File: config.mk
export PLATFORM = sky130hd
export DESIGN_NAME = dma_irq_ctrl
export DESIGN_NICKNAME = d
export VERILOG_FILES = /design/src/rtl/dma_irq_pkg.sv /design/src/rtl/dma_irq_ctl.sv /design/src/rtl/dma_irq_dp.sv /design/src/rtl/dma_irq_ctrl.sv
export SDC_FILE = /design/constraint.sdc
export NUM_CORES = 1
export LEC_CHECK = 0
export BUFFER_PORTS_ARGS = -buffer_cell sky130_fd_sc_hd__buf_2
export CAP_MARGIN = 40
export CORE_MARGIN = 5
export CORE_UTILIZATION = 45
export CTS_CLUSTER_DIAMETER = 50
export DETAILED_ROUTE_END_ITERATION = 10
export GPL_TIMING_DRIVEN = 1
export PLACE_DENSITY = 0.94
export SLEW_MARGIN = 20
export SYNTH_ARGS = -nofsm -noshare
export SYNTH_HDL_FRONTEND = slang
export SYNTH_HIERARCHICAL = 1
export SYNTH_SLANG_ARGS = --single-unit
File: constraint.sdc
create_clock -name clk -period 2.16 [get_ports clk]
set_clock_uncertainty 0.1 [all_clocks]
set_input_delay 0.324 -clock clk [delete_from_list [all_inputs] [get_ports clk]]
set_output_delay 0.324 -clock clk [all_outputs]
set_load 0.01 [all_outputs]
File: src/rtl/dma_irq_pkg.sv
package dma_irq_pkg;
  localparam int CH_COUNT = 7;

  // Per-cycle strobes handed from the control decoder to the datapath
  typedef struct packed {
    logic                wr;
    logic                err;
    logic [CH_COUNT-1:0] setMask;
    logic [CH_COUNT-1:0] clrMask;
  } irqStrobeT;
endpackage

File: src/rtl/dma_irq_ctl.sv
module dma_irq_ctl
  import dma_irq_pkg::*;
#(
  parameter int NUM_CH  = CH_COUNT,
  parameter int DATA_W  = 32,
  parameter int STAT_LSB = 24
) (
  input  logic              wrEn,
  input  logic [DATA_W-1:0] wrData,
  input  logic [NUM_CH-1:0] doneIn,
  input  logic              busErrIn,
  input  logic [NUM_CH-1:0] enaBits,
  output irqStrobeT         stb
);
  logic unusedWr;
  assign unusedWr = ^{wrData[STAT_LSB-1:0], wrData[DATA_W-1:STAT_LSB+NUM_CH]};

  always_comb begin
    stb.wr      = wrEn;
    stb.err     = busErrIn;
    // a completion counts only for a channel enabled before this edge
    stb.setMask = doneIn & enaBits;
    stb.clrMask = wrEn ? wrData[STAT_LSB +: NUM_CH] : '0;
  end
endmodule

File: src/rtl/dma_irq_dp.sv
module dma_irq_dp
  import dma_irq_pkg::*;
#(
  parameter int NUM_CH    = CH_COUNT,
  parameter int DATA_W    = 32,
  parameter int LOW_W     = 6,
  parameter int FORCE_BIT = 15,
  parameter int ENA_LSB   = 16,
  parameter int STAT_LSB  = 24
) (
  input  logic              clk,
  input  logic              rstN,
  input  logic [DATA_W-1:0] wrData,
  input  irqStrobeT         stb,
  output logic [NUM_CH-1:0] enaBits,
  output logic [DATA_W-1:0] rdData,
  output logic              irqOut
);
  localparam int MASTER_BIT = ENA_LSB + NUM_CH;

  logic [LOW_W-1:0]  lowBits, lowNext;
  logic              forceBit, forceNext;
  logic              masterEn, masterNext;
  logic [NUM_CH-1:0] enaNext;
  logic [NUM_CH-1:0] pendBits, pendNext;
  logic              irqNext;

  // settings
  always_comb begin
    lowNext    = stb.wr ? wrData[LOW_W-1:0]       : lowBits;
    enaNext    = stb.wr ? wrData[ENA_LSB +: NUM_CH] : enaBits;
    masterNext = stb.wr ? wrData[MASTER_BIT]      : masterEn;
    forceNext  = stb.wr ? wrData[FORCE_BIT]       : forceBit;
    if (stb.err) forceNext = 1'b1;   // error beats a same-cycle clear
  end

  // pending flags, one per channel: a new completion beats an acknowledge
  for (genvar c = 0; c < NUM_CH; c++) begin : gPend
    always_comb pendNext[c] = stb.setMask[c] | (pendBits[c] & ~stb.clrMask[c]);
    always_ff @(posedge clk or negedge rstN) begin
      if (!rstN) pendBits[c] <= 1'b0;
      else       pendBits[c] <= pendNext[c];
    end
  end

  assign irqNext = forceNext | (masterNext & |(pendNext & enaNext));

  always_ff @(posedge clk or negedge rstN) begin
    if (!rstN) begin
      lowBits  <= '0;
      enaBits  <= '0;
      masterEn <= 1'b0;
      forceBit <= 1'b0;
      irqOut   <= 1'b0;
    end else begin
      lowBits  <= lowNext;
      enaBits  <= enaNext;
      masterEn <= masterNext;
      forceBit <= forceNext;
      irqOut   <= irqNext;
    end
  end

  always_comb begin
    rdData                      = '0;
    rdData[LOW_W-1:0]           = lowBits;
    rdData[FORCE_BIT]           = forceBit;
    rdData[ENA_LSB +: NUM_CH]   = enaBits;
    rdData[MASTER_BIT]          = masterEn;
    rdData[STAT_LSB +: NUM_CH]  = pendBits;
    rdData[DATA_W-1]            = irqOut;
  end
endmodule

File: src/rtl/dma_irq_ctrl.sv
module dma_irq_ctrl
  import dma_irq_pkg::*;
#(
  parameter int NUM_CH = CH_COUNT,
  parameter int DATA_W = 32
) (
  input  logic              clk,
  input  logic              rstN,
  input  logic              wrEn,
  input  logic [DATA_W-1:0] wrData,
  output logic [DATA_W-1:0] rdData,
  input  logic [NUM_CH-1:0] doneIn,
  input  logic              busErrIn,
  output logic              irqOut
);
  irqStrobeT         stb;
  logic [NUM_CH-1:0] enaBits;

  dma_irq_ctl #(.NUM_CH(NUM_CH), .DATA_W(DATA_W)) ctl_i (
    .wrEn(wrEn), .wrData(wrData), .doneIn(doneIn), .busErrIn(busErrIn),
    .enaBits(enaBits), .stb(stb)
  );

  dma_irq_dp #(.NUM_CH(NUM_CH), .DATA_W(DATA_W)) dp_i (
    .clk(clk), .rstN(rstN), .wrData(wrData), .stb(stb),
    .enaBits(enaBits), .rdData(rdData), .irqOut(irqOut)
  );
endmodule

### Word level (Yosys, flattened, before mapping)

Cells that the tools add are included.

* bits in registers: 23
* output and inout port bits: 33
* word-level logic and storage cells: 43

* multiplexer cells: 5
* bitwise logic cells: 25
* reductions and logical operators: 1

Operators by type and width (count)
* bitwise AND 7 bit: 2
* 2-to-1 mux 7 bit: 2
* bitwise AND 1 bit: 8
* bitwise OR 1 bit: 8
* NOT 1 bit: 7
* OR reduction 7 bit: 1
* 2-to-1 mux 1 bit: 3

### Logic depth before layout (Yosys ltp)

Gate-level depths: netlist of the first run.

* depth in word-level cells: 8
* mapped depth: 7

### Hierarchy

The synthesis of the first run kept the hierarchy.

Modules (own cells, without submodules)
* dma_irq_dp: times used 1, cells an instance 85, area an instance 1087.3 sq um
* dma_irq_ctl: times used 1, cells an instance 16, area an instance 102.6 sq um

### Worst setup path after synthesis of the first run

OpenSTA, ideal clock, no wires.

* kind: in2reg
* start point: in wrEn
* end point: reg dp_i.irqOut
* arrival time: 1.410 ns
* setup slack: 0.521 ns
* stages on the path: 6
* path buffers: 3
* path through: buf_4 -> buf_6 -> buf_6 -> mux2_4 -> a2111oi_4 -> a21oi_1

* elaborated cells on any way between the ends: 30
* those cells by class: 5 x mux; 24 x bitwise; 1 x reduce/logical

RTL lines
* start, declared: line dma_irq_ctrl.sv:9 `input logic wrEn,`
* 2-to-1 mux 7 bit: line dma_irq_dp.sv:31 `enaNext = stb.wr ? wrData[ENA_LSB +: NUM_CH] : enaBits;`
* via dp_i.enaNext[5]: line dma_irq_dp.sv:24 `logic [NUM_CH-1:0] enaNext;`
* bitwise AND 7 bit: line dma_irq_dp.sv:46 `assign irqNext = forceNext | (masterNext & |(pendNext & enaNext));`
* OR reduction 7 bit: line dma_irq_dp.sv:46
* bitwise AND 1 bit: line dma_irq_dp.sv:46
* bitwise OR 1 bit: line dma_irq_dp.sv:46
* via dp_i.irqNext: line dma_irq_dp.sv:26 `logic irqNext;`
* end signal, assigned: line dma_irq_dp.sv:60 `irqOut <= irqNext;`
* end, declared: line dma_irq_dp.sv:17 `output logic irqOut`

The timed path passes the listed nets, and every way through them passes these cells.
A chain may end at the register's enable or synchronous reset.

### Final worst setup path of the first run

Ends and elaborated chain as after synthesis.

==> metrics.md, run 1 <==
| Metric | Value |
|---|---|
| P_leak | 0.0006907 uW |
| Global-route wire length before repair | 3443 um |
| Critical path type | input port to register |
| DIE AREA | 3772 um^2 |
| Avg Cell Area, Syn | 11.78 um^2 |
| Die Wd | 61.42 um |
| Leading area contributor after synthesis | dfrtp_1 |
| Drt drc | 0 |
| Post-Route Setup TNS | 0 ns |
| Clock Pin Slew Worst Setup and Hold Paths | 0.11 ns |
| Worst-skew pair later-pin latency | 0.29 ns |
| Number of library cell types mapped by synthesis | 19 |
| Worst Path Arrival | 1.58 ns |
| H-tree depth | 1 |
| Cell Chain, Critical Path | buf_2 > mux2_1 > o21a_1 > a2111oi_4 > a21oi_1 |
| Crit. End Element | register |
| Core Rows | 18 |
| Worst Setup SP | wrEn |
| Worst path max stage delay | 0.39 ns |
| Final GP Congestion | 0.7373 |
| Final WS setup | 0.6650 ns |
| Cell with the most instances after synthesis | dfrtp_1 |
| Vias post-DR | 825 |
| Status | finished, final reports clean |
| Slowest-stage cell, CP | mux2_1 |
| Crit share post-route | 69.21% |
| Vias per cell | 4.661 |
| HPWL Detailed | 1886 um |
| Synth Register Bits | 23 |
| Top cells by count, synth | 23 x dfrtp_1, 21 x buf_4, 14 x and2_1 |
| Post-synth EDFFs | 0 |
| CP Data Required Time | 2.24 ns |
| Post-route minimum period | 1.495 ns |
| Root Driver | clkbuf_4 |
| Post-CTS Setup Bufs | 0 |
| Area share of the largest cell type after synthesis | 48.37% |
| PD cells | 661.4 nW/um^2 |
| Ant diodes | 0 |
| DIE HEIGHT | 61.42 um |
| CTS tree | built |
| I/O pin total | 76 |
| Initial antenna violation count | 0 |
| Antenna Nets Post-Route | 0 |
| Fill cells | 230 |
| Mapped Cells | 101 |
| Max-slew violations | 0 |
| Synth Cell Area | 1190 um^2 |
| Post-CTS Resized | 0 |
| Area of the core | 2500 um^2 |
| GR Overflow Total | 0 |
| Startpoint types | input port |
| IR Drop Worst-Case VDD | 412.0 uV |
| Fin. Hold Viols | 0 |
| Routed len/inst | 12.73 um |
| Hold Buf Count CTS | 1 |
| P&R area growth vs syn | 17.14% |
| CTS Buf Count | 3 |
| Final setup vio count | 0 |
| Area contributors post-synth | dfrtp_1 48%, buf_4 13%, mux2_2 11% |
| Maximum fanout along the worst path | 23 |
| CTS Sinks | 23 |
| Pin count of the biggest net entering global routing | 24 |
| Initial Util | 47.60% |
| Ys flop type | dfrtp_1 |
| Hold Crit Start | wrData[1] |
| Max-cap violation count | 0 |
| Routed WL | 2254 um |
| Worst flop-to-flop path startpoint | dp_i/forceBit |
| Place WS | 0.3337 ns |
| Yosys warning count | 6 |
| Vias in the first global route | 866 |
| RSZ-0062 raised after global routing | no |
| Port-buffer cells | 56 |
| Asr flop ratio synth | 100.0% |
| Layout cells sized above 1 | 53.74% |
| Seq/Total Area, Yosys | 48.37% |
| Initial drt markers | 4 |
| Worst Path Buf+Inv | 1 |
| Delay-heaviest family, CP | compound AO/OA/AOI/OAI gates |
| Max frequency | 0.6689 GHz |
| DR pass1 iterations | 4 |
| Worst hold path class | input port to register |
| Clk buf depth | 2 |
| Fin nets | 191 |
| All-Layer GR Usage | 12.19% |
[where the power goes]
part	leakage, uW	internal, uW	total [uW]	switching (uW)
Combinational	0.000413	119	232	113
Sequential	0.000263	479	505	26.0
Clock	0.0000150	71.7	185	113
[layout make-up]
cell class	count	area (um^2)	area share, %
multi-input cells	62	460.4	33.03
flip-flops and latches	23	575.6	41.29
well taps	30	37.54	2.693
clock buffers	4	26.28	1.885
inverters	1	3.754	0.2693
repair buffers	57	290.3	20.83
[metrics by stage]
step           util (%)  instances  total power, uW  hold slack [ns]  cell area (um^2)
2_1_floorplan         -        109            684.0         -0.07159              1220
3_3_place_gp      54.30        172            737.3           0.2074              1358
3_5_place_dp      54.30        172            748.3           0.2161              1358
4_1_cts           55.76        177            939.0           0.1471              1394
5_1_grt           55.76        177            985.6           0.1310              1394
6_report          55.76        177            921.9           0.1554              1394
[cells by family after synthesis]
logic type | Yosys count | synth area share [%]
AO/OA/AOI/OAI | 10 | 7.045
AND/OR/NAND/NOR | 29 | 15.25
multiplexers | 14 | 13.56
buffers and inverters | 24 | 15.46
flip-flops | 23 | 48.37
other | 1 | 0.3152
[state kept, by name (all words and copies together) (netlist names)]
name           cells
dp_i/enaBits       7
dp_i/forceBit      1
dp_i/irqOut        1
dp_i/lowBits       6
dp_i/masterEn      1
dp_i/rdData        7
[worst paths after layout]
check | endpoint | slack (ns) | cells past startpoint
max | dp_i/irqOut | 0.67 | 5
min | dp_i/lowBits[1] | 0.16 | 2
max reg2reg | dp_i/irqOut | 0.72 | 4
min reg2reg | dp_i/lowBits[3] | 0.42 | 1
max in group asynchronous | dp_i/lowBits[5] | 1.22 | 2
min in group asynchronous | dp_i/enaBits[4] | 0.41 | 2
[layer usage]
metal  global-route usage [%]  wire length [um]  vias up
met3                    2.935               231        2
li1                         -                 -      398
met1                    14.13               832      386
met5                        0                 0        -
met2                    22.21              1177       39
met4                    3.636                12        0
[layout by cell type (no fill, tap or decap), drive strengths merged]
master	instances
a21o	1
and4	1
o21ai	4
mux2	14
or2	6
o21a	2
inv	1
nor2b	7
a2111oi	1
dfrtp	23
clkbuf	4
dlygate4sd3	1
nor2	1
buf	56
a21oi	1
a211o	1
conb	9
and2	14
No activity file was read; power rests on OpenSTA's default activity.
==> run 2: changes to the inputs <==
--- a/config.mk
+++ b/config.mk
@@ -5,14 +5,15 @@
 export SDC_FILE = /design/constraint.sdc
 export NUM_CORES = 1
 export LEC_CHECK = 0
+export ABC_AREA = 1
 export BUFFER_PORTS_ARGS = -buffer_cell sky130_fd_sc_hd__buf_2
 export CAP_MARGIN = 40
 export CORE_MARGIN = 5
-export CORE_UTILIZATION = 45
+export CORE_UTILIZATION = 43
 export CTS_CLUSTER_DIAMETER = 50
 export DETAILED_ROUTE_END_ITERATION = 10
 export GPL_TIMING_DRIVEN = 1
-export PLACE_DENSITY = 0.94
+export PLACE_DENSITY = 0.9
 export SLEW_MARGIN = 20
 export SYNTH_ARGS = -nofsm -noshare
 export SYNTH_HDL_FRONTEND = slang
==> constraint.sdc (replaced) <==
create_clock -name clk -period 1.5 [get_ports clk]
set_clock_uncertainty 0.1 [all_clocks]
set_input_delay 0.225 -clock clk [delete_from_list [all_inputs] [get_ports clk]]
set_output_delay 0.225 -clock clk [all_outputs]
set_load 0.01 [all_outputs]
==> run 2 against run 1 <==
Total power is 43% higher. Global-route usage increased by 0.78 points. Final cell count is 38% higher. Count of clock-buffer cells in the layout decreased by 1. Sequential cell count did not move. Wire length grew 15%. First-iteration DRC count rose to 5.0 times the previous value. Area after synthesis increased by 5.7%. Largest cell class unchanged.
==> metrics.md, run 2 <==
| Metric | Value |
|---|---|
| Final GP Congestion | 0.7219 (was 0.7373) |
| Worst-skew pair later-pin latency | 0.30 ns (was 0.29 ns) |
| Top cells by count, synth | 74 x nand2_1, 30 x inv_1, 23 x dfrtp_1 (was 23 x dfrtp_1, 21 x buf_4, 14 x and2_1) |
| Pin count of the biggest net entering global routing | 24 (unchanged) |
| HPWL Detailed | 2079 um (was 1886 um) |
| DIE AREA | 4106 um^2 (was 3772 um^2) |
| CTS Sinks | 23 (unchanged) |
| Root Driver | clkbuf_4 (unchanged) |
| Crit. End Element | register (unchanged) |
| Synth Cell Area | 1257 um^2 (was 1190 um^2) |
| CTS tree | built (unchanged) |
| CP Data Required Time | 1.60 ns (was 2.24 ns) |
| H-tree depth | 1 (unchanged) |
| IR Drop Worst-Case VDD | 618.8 uV (was 412.0 uV) |
| Post-CTS Setup Bufs | 0 (unchanged) |
| Yosys warning count | 6 (unchanged) |
| Worst R2R End | dp_i/irqOut (unchanged) |
| Max frequency | 0.7944 GHz |
| Clock Pin Slew Worst Setup and Hold Paths | 0.12 ns (was 0.11 ns) |
| Max-cap violation count | 0 (unchanged) |
| Startpoint types | register (was input port) |
| Initial drt markers | 20 (was 4) |
| Layout cells sized above 1 | 32.39% (was 53.74%) |
| Area of the core | 2781 um^2 (was 2500 um^2) |
| Fill cells | 296 (was 230) |
| Register area | 575.6 um^2 (unchanged) |
| Mapped Cells | 165 (was 101) |
| Status | finished, final reports clean (unchanged) |
| Area share of the largest cell type after synthesis | 45.77% (was 48.37%) |
| Cells on worst reg2reg path | 9 (was 4) |
| Ys flop type | dfrtp_1 (unchanged) |
| Leading area contributor after synthesis | dfrtp_1 (unchanged) |
| Clk buf depth | 2 (unchanged) |
| Post-route minimum period | 1.259 ns |
| Synth Area in Simple Gates | 26.97% (was 15.25%) |
| Initial antenna violation count | 0 (unchanged) |
| Commonest non-fill, non-tap cells in the layout | 74 x nand2_1, 56 x buf_2, 30 x inv_1 (was 56 x buf_2, 23 x dfrtp_1, 14 x and2_1) |
| Number of library cell types mapped by synthesis | 14 (was 19) |
| Drt drc | 0 (unchanged) |
| Ant diodes | 0 (unchanged) |
| Post-synthesis mux area share | 0% (was 13.56%) |
| Critical Path Most Common Cell | nand2_1 |
| Avg Cell Area, Syn | 7.621 um^2 (was 11.78 um^2) |
| Hold depth | 3 (was 2) |
| Cell with the most instances after synthesis | nand2_1 (was dfrtp_1) |
| Maximum fanout along the worst path | 3 (was 23) |
| Multi-input logic area | 390.4 um^2 (was 460.4 um^2) |
| RSZ-0062 raised after global routing | no (unchanged) |
| Adder-cell share of the synthesized area | 0% (unchanged) |
| Fin nets | 257 (was 191) |
| Delay-heaviest family, CP | flip-flops (was compound AO/OA/AOI/OAI gates) |
| Core Rows | 19 (was 18) |
| Routed len/inst | 10.59 um (was 12.73 um) |
| Vias per cell | 4.217 (was 4.661) |
| Post-synthesis compound-gate area fraction | 1.393% (was 7.045%) |
| Initial Util | 45.21% (was 47.60%) |
| Asr flop ratio synth | 100.0% (unchanged) |
| Critical path depth | 9 (was 5) |
| P_leak | 0.0009704 uW (was 0.0006907 uW) |
| Final setup vio count | 0 (unchanged) |
| Worst Path Buf+Inv | 1 (unchanged) |
| Worst path max stage delay | 0.44 ns (was 0.39 ns) |
| Fin. Hold Viols | 0 (unchanged) |
| Synth Register Bits | 23 (unchanged) |
| Global-route wire length before repair | 4264 um (was 3443 um) |
| Worst hold path class | input port to register (unchanged) |
| Critical path type | register to register (was input port to register) |
| Vias in the first global route | 983 (was 866) |
| GR Overflow Total | 0 (unchanged) |
| Cell Chain, Critical Path | nand2_1 > inv_1 > o21bai_1 > nand2_1 > nand2_1 > nor2_1 > nand2_1 > nand2_1 > nand2_1 (was buf_2 > mux2_1 > o21a_1 > a2111oi_4 > a21oi_1) |
| Port-buffer cells | 56 (unchanged) |
| Worst flop-to-flop path startpoint | dp_i/enaBits[1] (was dp_i/forceBit) |
| Largest family of logic cells by synthesized area | simple AND/OR/NAND/NOR gates (was buffers and inverters) |
| Reg2Reg Setup Slack | 0.24 ns (was 0.72 ns) |
| Vias post-DR | 1029 (was 825) |
| Setup crit end | dp_i/irqOut (unchanged) |
| P&R area growth vs syn | 16.62% (was 17.14%) |
| Area contributors post-synth | dfrtp_1 46%, nand2_1 22%, buf_4 13% (was dfrtp_1 48%, buf_4 13%, mux2_2 11%) |
| Slowest-stage cell, CP | dfrtp_1 (was mux2_1) |
| Post-Route Setup TNS | 0 ns (unchanged) |
| Most common cell after layout, fill and taps aside | nand2_1 (was buf_2) |
| All-Layer GR Usage | 12.97% (was 12.19%) |
| Antenna Nets Post-Route | 0 (unchanged) |
| Fin util | 52.72% (was 55.76%) |
| Seq/Total Area, Yosys | 45.77% (was 48.37%) |
| Synth Area in XOR/XNOR | 0% (unchanged) |
| Crit share post-route | 83.92% |
| Max-slew violations | 0 (unchanged) |
| Routed WL | 2584 um (was 2254 um) |
| Post-synth EDFFs | 0 (unchanged) |
| I/O pin total | 76 (unchanged) |
| DR pass1 iterations | 3 (was 4) |
| Worst Path Arrival | 1.36 ns (was 1.58 ns) |
| PD cells | 898.3 nW/um^2 (was 661.4 nW/um^2) |
| DIE HEIGHT | 64.08 um (was 61.42 um) |
| Die Wd | 64.08 um (was 61.42 um) |
| Worst Setup SP | dp_i/enaBits[1] (was wrEn) |
| CTS Buf Count | 3 (unchanged) |
-- run 2: changes by cell type in the layout (fill, tap and decap cells not counted), moves of 4 or more --
cell     change
nand2_1     +74
inv_1       +29
and2_1      -14
mux2_2      -12
nor2b_1      -7
or2_2        -6
o21ai_0      -4
-- run 2: where the power goes --
group	switching [uW]	total, uW	internal [uW]
Clock	171	270	99.1
Combinational	189	324	135
Sequential	39.1	724	685
-- run 2: stage by stage --
step | power, uW | cells | hold slack (ns) | setup slack [ns] | cell area (um^2)
3_5_place_dp | 1065 | 239 | 0.1278 | 0.01462 | 1429
6_report | 1317 | 244 | 0.01273 | 0.2412 | 1466
2_1_floorplan | 969.0 | 173 | -0.1706 | 0.2677 | 1287
4_1_cts | 1346 | 244 | 0.001189 | 0.2150 | 1466
3_3_place_gp | 1051 | 239 | 0.1171 | 0.03130 | 1429
5_1_grt | 1417 | 244 | 0.004940 | 0.1481 | 1466
-- run 2: cell families (layout without fill, tap and decap cells) --
group	count (synthesis)	after routing
and+or+nand+nor	83	83
DFF	23	23
buffers and inverters	55	95
AOI/OAI and AO/OA	3	3
other	1	9
-- run 2: worst min path at each step --
stage	slack, ns	from	end
2_1_floorplan	-0.17	rstN	dp_i/enaBits[0]
3_3_place_gp	0.12	rstN	dp_i/enaBits[0]
3_5_place_dp	0.13	rstN	dp_i/enaBits[0]
4_1_cts	0.001	busErrIn	dp_i/forceBit
5_1_grt	0.005	wrData[0]	dp_i/lowBits[0]
6_report	0.01	busErrIn	dp_i/forceBit
-- run 2: routing by layer --
layer / GRT usage (%) / share of wire (%) / wire length, um
met2: 22.86 / 53 / 1381
met5: 0 / 0 / 0
met4: 6.753 / 2.6 / 66
met3: 2.977 / 6.8 / 175
met1: 14.35 / 37 / 961
-- run 2: timing repair --
item	in CTS	in global routing
endpoints found under the setup margin	0	0
gates resized for setup	0	0
hold buffers	1	0
endpoints found under the hold margin	23	0
-- run 2: tightest hold or removal path, delay by kind of cell --
kind | cells | cell delay [ns]
and+or+nand+nor | 1 | 0.04
buffers and inverters | 2 | 0.11
-- run 2: area by class of cell --
cell class / count / share of cell area (%)
Sequential cell: 23 / 39.25
Clock buffer: 3 / 1.536
Timing Repair Buffer: 60 / 21.33
Inverter: 31 / 8.276
Clock inverter: 1 / 0.3413
Tap cell: 31 / 2.645
Multi-Input combinational cell: 95 / 26.62
